## src/rtl/cpuif_pkg.sv

```systemverilog
package cpuif_pkg;

  localparam int OFF_W = 8;

  // Byte offsets decoded by the front end; software depends on these.
  localparam logic [OFF_W-1:0] OFF_PMASK = 8'h04;
  localparam logic [OFF_W-1:0] OFF_BPT   = 8'h08;
  localparam logic [OFF_W-1:0] OFF_EOI   = 8'h10;
  localparam logic [OFF_W-1:0] OFF_BPT_A = 8'h1C;

  localparam int PMASK_W = 8;
  localparam int BPT_W   = 3;
  localparam int EOI_W   = 10;

  localparam int BPT_PRI_MIN = 0;
  localparam int BPT_NS_MIN  = BPT_PRI_MIN + 1;

  typedef enum logic [2:0] {
    TGT_NONE   = 3'd0,
    TGT_PMASK  = 3'd1,
    TGT_BPT_P  = 3'd2,
    TGT_BPT_NS = 3'd3,
    TGT_EOI    = 3'd4
  } tgt_e;

endpackage

```

## src/rtl/cpuif_decode.sv

```systemverilog
module cpuif_decode
  import cpuif_pkg::*;
#(
  parameter int NUM_CPU   = 8,
  parameter int CPU_IDX_W = 4
) (
  input  logic [OFF_W-1:0]     off,
  input  logic [CPU_IDX_W-1:0] cpu,
  input  logic                 secure,
  input  logic                 sec_ext_en,
  input  logic                 groups_en,
  output tgt_e                 tgt,
  output logic                 cpu_ok
);

  localparam int PAD_W = 32 - CPU_IDX_W;

  logic ns_view;
  logic alias_refused;

  assign cpu_ok        = ({{PAD_W{1'b0}}, cpu} < NUM_CPU);
  assign ns_view       = sec_ext_en & ~secure;
  assign alias_refused = ~groups_en | ns_view;

  always_comb begin
    tgt = TGT_NONE;
    unique case (off)
      OFF_PMASK: tgt = TGT_PMASK;
      OFF_BPT:   tgt = ns_view ? TGT_BPT_NS : TGT_BPT_P;
      OFF_EOI:   tgt = TGT_EOI;
      OFF_BPT_A: tgt = alias_refused ? TGT_NONE : TGT_BPT_NS;
      default:   tgt = TGT_NONE;
    endcase
  end

endmodule

```

## src/rtl/cpuif_reg_bank.sv

```systemverilog
module cpuif_reg_bank #(
  parameter int NUM_CPU = 8,
  parameter int DATA_W  = 8,
  parameter int RST_VAL = 0,
  parameter int MIN_VAL = 0,
  parameter int SEL_W   = (NUM_CPU > 1) ? $clog2(NUM_CPU) : 1
) (
  input  logic                            clk,
  input  logic                            rst,
  input  logic                            we,
  input  logic [SEL_W-1:0]                sel,
  input  logic [DATA_W-1:0]               wdata,
  output logic [DATA_W-1:0]               rdata,
  output logic [NUM_CPU-1:0][DATA_W-1:0]  all_q
);

  localparam logic [DATA_W-1:0] RST_V = DATA_W'(RST_VAL);
  localparam logic [DATA_W-1:0] MIN_V = DATA_W'(MIN_VAL);

  logic [DATA_W-1:0] wval;

  generate
    if (MIN_VAL == 0) begin : g_noclamp
      assign wval = wdata;
    end else begin : g_clamp
      assign wval = (wdata < MIN_V) ? MIN_V : wdata;
    end
  endgenerate

  generate
    for (genvar i = 0; i < NUM_CPU; i++) begin : g_ent
      always_ff @(posedge clk) begin
        if (rst) begin
          all_q[i] <= RST_V;
        end else if (we && (sel == SEL_W'(i))) begin
          all_q[i] <= wval;
        end
      end
    end
  endgenerate

  always_comb begin
    rdata = '0;
    for (int i = 0; i < NUM_CPU; i++) begin
      if (sel == SEL_W'(i)) rdata = all_q[i];
    end
  end

endmodule

```

## src/rtl/cpuif_eoi_gen.sv

```systemverilog
module cpuif_eoi_gen
  import cpuif_pkg::*;
#(
  parameter int CPU_IDX_W = 4
) (
  input  logic                 clk,
  input  logic                 rst,
  input  logic                 fire,
  input  logic [EOI_W-1:0]     id_in,
  input  logic [CPU_IDX_W-1:0] cpu_in,
  output logic                 valid,
  output logic [EOI_W-1:0]     id,
  output logic [CPU_IDX_W-1:0] cpu
);

  always_ff @(posedge clk) begin
    if (rst) begin
      valid <= 1'b0;
      id    <= '0;
      cpu   <= '0;
    end else begin
      valid <= fire;
      if (fire) begin
        id  <= id_in;
        cpu <= cpu_in;
      end
    end
  end

endmodule

```

## src/rtl/cpuif_bank_regs.sv

```systemverilog
module cpuif_bank_regs
  import cpuif_pkg::*;
#(
  parameter int NUM_CPU   = 8,
  parameter int CPU_IDX_W = 4
) (
  input  logic                 clk,
  input  logic                 rst,
  input  logic                 sec_ext_en,
  input  logic                 groups_en,
  input  logic [CPU_IDX_W-1:0] acc_cpu,
  input  logic [7:0]           acc_off,
  input  logic                 acc_secure,
  input  logic                 rd_en,
  input  logic                 wr_en,
  input  logic [31:0]          wr_data,
  output logic [31:0]          rd_data,
  output logic                 eoi_valid,
  output logic [9:0]           eoi_id,
  output logic [CPU_IDX_W-1:0] eoi_cpu
);

  localparam int SEL_W = (NUM_CPU > 1) ? $clog2(NUM_CPU) : 1;

  tgt_e              tgt;
  logic              cpu_ok;
  logic [SEL_W-1:0]  sel;
  logic              wr_ok;

  logic [PMASK_W-1:0]                   pmask_rd;
  logic [BPT_W-1:0]                     bpt_p_rd;
  logic [BPT_W-1:0]                     bpt_ns_rd;
  logic [NUM_CPU-1:0][PMASK_W-1:0]      pmask_all;
  logic [NUM_CPU-1:0][BPT_W-1:0]        bpt_p_all;
  logic [NUM_CPU-1:0][BPT_W-1:0]        bpt_ns_all;

  logic [31:0] rd_next;
  logic [31:0] rd_q;

  assign sel   = acc_cpu[SEL_W-1:0];
  assign wr_ok = wr_en & cpu_ok;

  cpuif_decode #(
    .NUM_CPU  (NUM_CPU),
    .CPU_IDX_W(CPU_IDX_W)
  ) u_dec (
    .off       (acc_off),
    .cpu       (acc_cpu),
    .secure    (acc_secure),
    .sec_ext_en(sec_ext_en),
    .groups_en (groups_en),
    .tgt       (tgt),
    .cpu_ok    (cpu_ok)
  );

  cpuif_reg_bank #(
    .NUM_CPU(NUM_CPU), .DATA_W(PMASK_W), .RST_VAL(0), .MIN_VAL(0)
  ) u_pmask (
    .clk  (clk),
    .rst  (rst),
    .we   (wr_ok && (tgt == TGT_PMASK)),
    .sel  (sel),
    .wdata(wr_data[PMASK_W-1:0]),
    .rdata(pmask_rd),
    .all_q(pmask_all)
  );

  cpuif_reg_bank #(
    .NUM_CPU(NUM_CPU), .DATA_W(BPT_W), .RST_VAL(BPT_PRI_MIN), .MIN_VAL(BPT_PRI_MIN)
  ) u_bpt_p (
    .clk  (clk),
    .rst  (rst),
    .we   (wr_ok && (tgt == TGT_BPT_P)),
    .sel  (sel),
    .wdata(wr_data[BPT_W-1:0]),
    .rdata(bpt_p_rd),
    .all_q(bpt_p_all)
  );

  cpuif_reg_bank #(
    .NUM_CPU(NUM_CPU), .DATA_W(BPT_W), .RST_VAL(BPT_NS_MIN), .MIN_VAL(BPT_NS_MIN)
  ) u_bpt_ns (
    .clk  (clk),
    .rst  (rst),
    .we   (wr_ok && (tgt == TGT_BPT_NS)),
    .sel  (sel),
    .wdata(wr_data[BPT_W-1:0]),
    .rdata(bpt_ns_rd),
    .all_q(bpt_ns_all)
  );

  cpuif_eoi_gen #(
    .CPU_IDX_W(CPU_IDX_W)
  ) u_eoi (
    .clk   (clk),
    .rst   (rst),
    .fire  (wr_ok && (tgt == TGT_EOI)),
    .id_in (wr_data[EOI_W-1:0]),
    .cpu_in(acc_cpu),
    .valid (eoi_valid),
    .id    (eoi_id),
    .cpu   (eoi_cpu)
  );

  always_comb begin
    rd_next = '0;
    if (cpu_ok) begin
      case (tgt)
        TGT_PMASK:  rd_next = {{(32-PMASK_W){1'b0}}, pmask_rd};
        TGT_BPT_P:  rd_next = {{(32-BPT_W){1'b0}}, bpt_p_rd};
        TGT_BPT_NS: rd_next = {{(32-BPT_W){1'b0}}, bpt_ns_rd};
        default:    rd_next = '0;
      endcase
    end
  end

  always_ff @(posedge clk) begin
    if (rst) rd_q <= '0;
    else     rd_q <= rd_en ? rd_next : '0;
  end

  assign rd_data = rd_q;

endmodule

```

## config.mk

```make
export PLATFORM = sky130hd
export DESIGN_NAME = cpuif_bank_regs
export DESIGN_NICKNAME = d
export VERILOG_FILES = /design/src/rtl/cpuif_pkg.sv /design/src/rtl/cpuif_decode.sv /design/src/rtl/cpuif_reg_bank.sv /design/src/rtl/cpuif_eoi_gen.sv /design/src/rtl/cpuif_bank_regs.sv
export SDC_FILE = /design/constraint.sdc
export NUM_CORES = 1
export LEC_CHECK = 0
export BUFFER_PORTS_ARGS = -buffer_cell sky130_fd_sc_hd__buf_4
export CORE_AREA = 2 2 166 135
export CTS_CLUSTER_DIAMETER = 120
export CTS_CLUSTER_SIZE = 24
export DETAILED_ROUTE_END_ITERATION = 10
export DIE_AREA = 0 0 168 137
export PLACE_DENSITY = 0.55
export SYNTH_ARGS = -nofsm -noshare
export SYNTH_HDL_FRONTEND = slang
export SYNTH_SLANG_ARGS = --single-unit
```

## constraint.sdc

```tcl
create_clock -name clk -period 2.2 [get_ports clk]
set_input_delay 0.11 -clock clk [delete_from_list [all_inputs] [get_ports clk]]
set_output_delay 0.11 -clock clk [all_outputs]
set_load 0.005 [all_outputs]
```

==> impl_metrics.env, run 1 <==
export IMPL_run_status="finished clean"
export IMPL_yosys_area_share_xor_xnor_pct=0
export IMPL_most_common_layout_cells="135 x dfxtp_1, 104 x mux2i_1, 97 x nor2_1"
export IMPL_first_pass_iters=4
export IMPL_start_kind="flip-flop"
export IMPL_syn_cell_area_um2=6320
export IMPL_fin_util_pct=35.8
export IMPL_timing_final_setup_violations=0
export IMPL_final_period_minus_worst_setup_slack_ns=1.75
export IMPL_synthArstFlopShare_pct=0
export IMPL_share_of_the_synthesized_area_in_compound_gates_ao_oa_aoi_oai_pct=8.34
export IMPL_clk_transition_reported_paths_ns=0.06
export IMPL_ys_types=54
export IMPL_cts_hold_buffers=6
export IMPL_die_y_um=137
export IMPL_antenna_violating_nets_post_route=0
export IMPL_count_of_synthesis_stage_warnings_from_yosys=0
export IMPL_tightest_slew_ns=0.618
export IMPL_antennaDiodeCount=0
export IMPL_grt_pass1_vias=4560
export IMPL_endpoint_kind="flip-flop"
export IMPL_remaining_drc_errors=0
export IMPL_layout_worst_path_cycle_share_pct=79.5
export IMPL_leak_pwr_nw=3.06
export IMPL_hold_depth=3
export IMPL_finalHoldViolations=0
export IMPL_seq_power_share_pct=43.8
export IMPL_powerDensity_nw_per_um2=731
export IMPL_cp_cell_sequence="mux4_2 -> nand2_1 -> o31ai_1 -> o21ai_0 -> o221ai_1"
export IMPL_worst_ir_drop_vdd_mv=0.533
export IMPL_clk_insertion_delay_late_ns=0.42
export IMPL_drive_gt1_share_pct=21.5
export IMPL_standard_cell_row_count=48
export IMPL_chipWidth_um=168
export IMPL_drt_iter0_drc=420
export IMPL_whs_endpoint="u_pmask.all_q[22]$_SDFFE_PP0P_"
export IMPL_timing_setup_critical_path_class="flip-flop to flip-flop"
export IMPL_final_max_slew_viol_count=0
export IMPL_clock_power_share_pct=49.9
export IMPL_routed_wl_um=16500
export IMPL_grt_antenna_before_repair=0
export IMPL_crit_required_ns=2.44
export IMPL_achievable_frequency_ghz=0.572
export IMPL_synthMuxAreaShare_pct=21.5
export IMPL_skew_final_ns=0.00627
export IMPL_worstPathMaxFanout=3
export IMPL_rr_endpoint="rd_data[0]$_SDFF_PP0_"
export IMPL_cellInternalPower_w=0.00425
export IMPL_critical_path_depth=5
export IMPL_cap_violations=0
export IMPL_postSynthAreaPerCell_um2=9.41
export IMPL_max_slew_margin_rel_pct=57.9
export IMPL_synth_main_ff_cell="dfxtp_1"
export IMPL_initial_core_util_pct=29.6
export IMPL_post_cts_resized=0
export IMPL_netSwitchingFraction_pct=23.8
export IMPL_cts_sinks=135
export IMPL_post_synth_fa_ha_maj_area_fraction_pct=0
export IMPL_dominant_combinational_cell_family_by_area_after_synthesis="multiplexers"
export IMPL_syn_instance_count=671
export IMPL_synth_edf_count=0
export IMPL_gp_congestion=0.782
export IMPL_htree_levels=4
export IMPL_holdCritStartpoint="wr_data[6]"
export IMPL_synth_seq_cells=135
export IMPL_dpl_hpwl_um=11000
export IMPL_critPathBufInv=0
export IMPL_vias_per_cell=4.76
export IMPL_root_buffer="clkbuf_16"
export IMPL_final_common_cell="dfxtp_1"
export IMPL_num_nets_final=779
export IMPL_top_level_i_o_count=98
export IMPL_ff2ff_setup_slack_ns=0.45
export IMPL_total_switching_power_w=0.00133
export IMPL_origin_of_the_critical_flop_to_flop_path="u_bpt_ns.all_q[18]$_SDFFE_PP1P_"
export IMPL_grt_pass1_wl_um=26400
export IMPL_synth_seq_area_share_pct=42.8
export IMPL_die_area_um2=23000
export IMPL_rsz0062_at_grt="no"
export IMPL_cts_made_buffers=17
export IMPL_floorplan_core_area_um2=21300
export IMPL_globalRoute_totalOverflow=0
export IMPL_min_delay_path_class="input pin to flip-flop"
export IMPL_cpPeakStageDelay_ns=0.49
export IMPL_depth_of_the_most_critical_reg_to_reg_path=5
export IMPL_pin_count_of_the_biggest_net_entering_global_routing=129
export IMPL_clk_path_buf_depth=2
export IMPL_cpLargestDelayFamily="compound AO/OA/AOI/OAI gates"
export IMPL_slowest_stage="mux4_2"
export IMPL_io_buffer_count=51
export IMPL_wl_per_cell_um=16.2
export IMPL_flow_area_growth_from_synthesis_pct=20.8
export IMPL_cp_data_arrival_time_ns=1.99
export IMPL_cts_post_setup_buffers_inserted=0
export IMPL_tns_ns=0
export IMPL_power_frac_comb_pct=6.2
export IMPL_global_route_usage_total_pct=15.0
export IMPL_detailroute_via_count=4832
export IMPL_post_synth_and_or_nand_nor_area_fraction_pct=20.7
export IMPL_cts_tree="built"
==> state kept, by name, indices dropped and copies added (netlist names) <==
signal	count
u_pmask.all_q	64
u_bpt_ns.all_q	24
u_bpt_p.all_q	24
u_eoi.id	10
rd_data	8
u_eoi.cpu	4
u_eoi.valid	1
==> power groups by stage <==
stage | clock network, W | logic (W) | registers, W
floorplan | 0 | 0.000233 | 0.00250
global placement | 0 | 0.000338 | 0.00250
detailed placement | 0 | 0.000339 | 0.00250
CTS | 0.00283 | 0.000348 | 0.00245
global route | 0.00294 | 0.000376 | 0.00244
finish | 0.00279 | 0.000348 | 0.00245
==> kinds of logic after synthesis <==
| kind of cell | count (synthesis) |
|---|---|
| and+or+nand+nor | 250 |
| AOI/OAI and AO/OA | 86 |
| DFF | 135 |
| muxes | 120 |
| buffers and inverters | 79 |
| other | 1 |
==> cells in the mapped netlist (9+ instances only) <==
master | n | area [µm²]
dfxtp_1 | 135 | 2700
mux2i_1 | 104 | 1040
nor2_1 | 97 | 364
nand2_1 | 70 | 263
a21oi_1 | 48 | 240
clkbuf_1 | 28 | 105
buf_4 | 25 | 188
buf_2 | 19 | 95.1
nand3_1 | 16 | 80.1
mux4_2 | 11 | 248
nor2b_1 | 11 | 68.8
nor3_1 | 10 | 50.1
nor3_2 | 10 | 100
o21ai_0 | 9 | 45.0
==> worst register-to-register path: stages, from the launching register on <==
cell	delay [ns]
dfxtp_1	0.34
mux4_2	0.49
nand2_1	0.09
o31ai_1	0.08
o21ai_0	0.28
o221ai_1	0.29
==> metal layers <==
metal / GRT usage, % / wire length (µm) / up-vias
li1: - / - / 2397
met1: 22.0 / 8570 / 2303
met2: 21.5 / 6900 / 117
met3: 3.44 / 821 / 15
met4: 4.64 / 176 / 0
met5: 0 / 0 / -
==> per-stage QoR <==
| step | setup slack (ns) | cell area [µm²] | hold WS (ns) | total power (W) | cells |
|---|---|---|---|---|---|
| 6_report | 0.450 | 7630 | 0.0200 | 0.00558 | 1015 |
| 5_1_grt | 0.427 | 7630 | 0.0115 | 0.00576 | 1015 |
| 4_1_cts | 0.518 | 7630 | 0.00531 | 0.00563 | 1015 |
| 3_5_place_dp | 0.307 | 7000 | 0.373 | 0.00284 | 978 |
| 3_3_place_gp | 0.300 | 7000 | 0.370 | 0.00284 | 978 |
| 2_1_floorplan | 0.640 | 6400 | 0.250 | 0.00273 | 694 |
==> worst max-delay path by stage <==
| stage | endpoint | slack, ns | startpoint |
|---|---|---|---|
| after floorplan | rd_data[7]$_SDFF_PP0_ | 0.64 | acc_cpu[0] |
| after global placement | u_bpt_p.all_q[18]$_SDFFE_PP0P_ | 0.30 | acc_cpu[2] |
| after detailed placement | rd_data[2]$_SDFF_PP0_ | 0.31 | acc_cpu[1] |
| after CTS | rd_data[0]$_SDFF_PP0_ | 0.52 | u_bpt_ns.all_q[18]$_SDFFE_PP1P_ |
| after global routing | rd_data[0]$_SDFF_PP0_ | 0.43 | u_bpt_ns.all_q[18]$_SDFFE_PP1P_ |
| final | rd_data[0]$_SDFF_PP0_ | 0.45 | u_bpt_ns.all_q[18]$_SDFFE_PP1P_ |
==> cell type report <==
type,count,area (µm²)
clock buffer,19,443
clock inverter,12,128
fill,2156,13700
inverter,2,7.51
multi-input combinational,480,3280
sequential,135,2700
tap,275,344
timing repair buffer,92,731
No activity file was read; power rests on OpenSTA's default activity.
==> inputs of run 2 (changes only) <==
--- a/config.mk
+++ b/config.mk
@@ -5,13 +5,14 @@
 export SDC_FILE = /design/constraint.sdc
 export NUM_CORES = 1
 export LEC_CHECK = 0
+export ABC_AREA = 1
 export BUFFER_PORTS_ARGS = -buffer_cell sky130_fd_sc_hd__buf_4
 export CORE_AREA = 2 2 166 135
 export CTS_CLUSTER_DIAMETER = 120
 export CTS_CLUSTER_SIZE = 24
 export DETAILED_ROUTE_END_ITERATION = 10
 export DIE_AREA = 0 0 168 137
-export PLACE_DENSITY = 0.55
+export PLACE_DENSITY = 0.57
 export SYNTH_ARGS = -nofsm -noshare
 export SYNTH_HDL_FRONTEND = slang
 export SYNTH_SLANG_ARGS = --single-unit
==> constraint.sdc (replaced) <==
create_clock -name clk -period 1.51 [get_ports clk]
set_input_delay 0.0755 -clock clk [delete_from_list [all_inputs] [get_ports clk]]
set_output_delay 0.0755 -clock clk [all_outputs]
set_load 0.005 [all_outputs]
==> impl_metrics.env, run 2 <==
export IMPL_min_delay_path_class="input pin to flip-flop"
export IMPL_layout_filler_cells=2251
export IMPL_synth_edf_count=0
export IMPL_dpl_hpwl_um=12100
export IMPL_timing_final_setup_violations=0
export IMPL_synthTopCellsByArea="dfxtp_1 43%, nand2_1 9.4%, o21ai_0 8.3%"
export IMPL_most_common_layout_cells="159 x nand2_1, 138 x nor2_1, 135 x dfxtp_1"
export IMPL_root_buffer="clkbuf_16"
export IMPL_first_pass_iters=4
export IMPL_largest_registers="u_pmask.all_q (64), u_bpt_ns.all_q (24), u_bpt_p.all_q (24)"
export IMPL_num_nets_final=1040
export IMPL_postSynthAreaPerCell_um2=7.03
export IMPL_cap_violations=0
export IMPL_endpoint_kind="flip-flop"
export IMPL_cell_with_the_most_instances_after_synthesis="nand2_1"
export IMPL_skew_final_ns=0.00874
export IMPL_fin_util_pct=36.8
export IMPL_clk_insertion_delay_late_ns=0.42
export IMPL_syn_instance_count=901
export IMPL_timing_setup_critical_path_class="flip-flop to flip-flop"
export IMPL_largest_register_ffs=64
export IMPL_top_usage_layer="met2"
export IMPL_final_period_minus_worst_setup_slack_ns=1.37
export IMPL_drt_iter0_drc=311
export IMPL_rsz0062_at_grt="no"
export IMPL_antennaDiodeCount=0
export IMPL_gp_congestion=0.787
export IMPL_top_level_i_o_count=98
export IMPL_leak_pwr_nw=3.26
export IMPL_finalHoldViolations=0
export IMPL_layout_worst_path_cycle_share_pct=90.5
export IMPL_final_max_slew_viol_count=0
export IMPL_antenna_violating_nets_post_route=0
export IMPL_tightest_slew_ns=0.858
export IMPL_standard_cell_row_count=48
export IMPL_cp_data_arrival_time_ns=1.69
export IMPL_clk_path_buf_depth=2
export IMPL_worstPathMaxFanout=2
export IMPL_die_y_um=137
export IMPL_finish_cell_count_without_fillers=1275
export IMPL_remaining_drc_errors=0
export IMPL_final_common_cell="nand2_1"
export IMPL_flow_area_growth_from_synthesis_pct=24.0
export IMPL_synth_main_ff_cell="dfxtp_1"
export IMPL_met2_use_gr_pct=23.0
export IMPL_achievable_frequency_ghz=0.732
export IMPL_synthArstFlopShare_pct=0
export IMPL_count_of_synthesis_stage_warnings_from_yosys=0
export IMPL_numPlacedInstances=1239
export IMPL_grt_pass1_vias=5320
export IMPL_cts_sinks=135
export IMPL_die_area_um2=23000
export IMPL_netlist_top_cell_by_area="dfxtp_1"
export IMPL_wl_per_cell_um=13.4
export IMPL_max_slew_margin_rel_pct=42.4
export IMPL_post_cts_resized=0
export IMPL_vias_per_cell=4.50
export IMPL_initial_core_util_pct=29.7
export IMPL_cts_made_buffers=17
export IMPL_ys_types=35
export IMPL_routed_wl_um=17000
export IMPL_multi_input_comb_area_um2=2920
export IMPL_syn_cell_area_um2=6330
export IMPL_worst_ir_drop_vdd_mv=0.644
export IMPL_run_status="finished clean"
export IMPL_synth_seq_area_share_pct=42.7
export IMPL_timing_hold_ws_ns=0.0180
export IMPL_start_kind="flip-flop"
export IMPL_register_area_um2=2700
export IMPL_max_flop_register="u_pmask.all_q"
export IMPL_groute_layer_met3_usage_pct=3.56
export IMPL_pin_count_of_the_biggest_net_entering_global_routing=101
export IMPL_drive_gt1_share_pct=18.2
export IMPL_globalRouteMet1Util_pct=22.7
export IMPL_netlist_top_cells_count="159 x nand2_1, 138 x nor2_1, 135 x dfxtp_1"
export IMPL_htree_levels=4
export IMPL_powerDensity_nw_per_um2=1010
export IMPL_synth_largest_type_area_fraction_pct=42.7
export IMPL_design_power_total_w=0.00790
export IMPL_detailroute_via_count=5742
export IMPL_globalRoute_totalOverflow=0
export IMPL_chipWidth_um=168
export IMPL_synth_seq_cells=135
export IMPL_grt_pass1_wl_um=27900
export IMPL_crit_required_ns=1.83
export IMPL_floorplan_core_area_um2=21300
export IMPL_global_route_usage_total_pct=15.6
export IMPL_cts_tree="built"
export IMPL_io_buffer_count=51
export IMPL_clk_transition_reported_paths_ns=0.06
export IMPL_grt_antenna_before_repair=0
[run 2: cell type report]
class | count | area share (%)
timing repair buffer | 120 | 12.6
tap | 275 | 4.38
multi-input combinational | 617 | 37.2
sequential | 135 | 34.4
inverter | 98 | 4.69
clock inverter | 10 | 1.07
clock buffer | 20 | 5.56
[run 2: cells by family (layout without fill, tap and decap cells)]
family	after synthesis	in the layout	synth area share [%]
flops	135	135	42.7
other cells	1	24	0.0592
compound gates	207	207	17.2
buf+inv	172	248	12.5
simple gates	386	386	27.5
[run 2: final timing paths]
path / endpoint / slack [ns] / cells after the start / from
setup / recovery: rd_data[0]$_SDFF_PP0_ / 0.14 / 10 / u_bpt_ns.all_q[0]$_SDFFE_PP1P_
hold reg to reg: u_eoi.cpu[3]$_SDFFE_PP0P_ / 0.44 / 2 / u_eoi.cpu[3]$_SDFFE_PP0P_
hold / removal: u_pmask.all_q[29]$_SDFFE_PP0P_ / 0.02 / 3 / wr_data[5]
setup reg to reg: rd_data[0]$_SDFF_PP0_ / 0.14 / 10 / u_bpt_ns.all_q[0]$_SDFFE_PP1P_
[run 2: stage by stage]
| stage | setup TNS [ns] | cell area, µm² | setup WS, ns |
|---|---|---|---|
| 2_1_floorplan | 0 | 6420 | 0.103 |
| 3_3_place_gp | -5.15 | 7270 | -0.137 |
| 3_5_place_dp | -6.75 | 7270 | -0.153 |
| 4_1_cts | 0 | 7850 | 0.142 |
| 5_1_grt | 0 | 7850 | 0.0324 |
| 6_report | 0 | 7850 | 0.143 |
[run 2: repair_timing]
item,in CTS,in global routing
buffers inserted,0,0
hold buffers,6,0
endpoints found under the hold margin,14,0
[run 2: routing by layer]
layer | up-vias | share of wire, %
met5 | - | 0
met4 | 0 | 0.92
met3 | 13 | 5.9
met2 | 155 | 40
met1 | 2560 | 53
li1 | 3014 | -
[run 2: worst max-delay path, cell delays in order (launching register included)]
cell and delay (ns):
dfxtp_1 0.32, nand3_1 0.07, o21ai_0 0.14, nor2_1 0.16, nand4_1 0.14, nand2_1 0.11
nand2_1 0.05, nand2_1 0.07, nand3_1 0.09, nand2_1 0.07, inv_1 0.04
[run 2: power breakdown]
| group | internal, W | switching, W | leakage (nW) |
|---|---|---|---|
| clock network | 0.00222 | 0.00156 | 0.255 |
| logic | 0.000198 | 0.000355 | 1.92 |
| registers | 0.00356 | 0.000000354 | 1.09 |
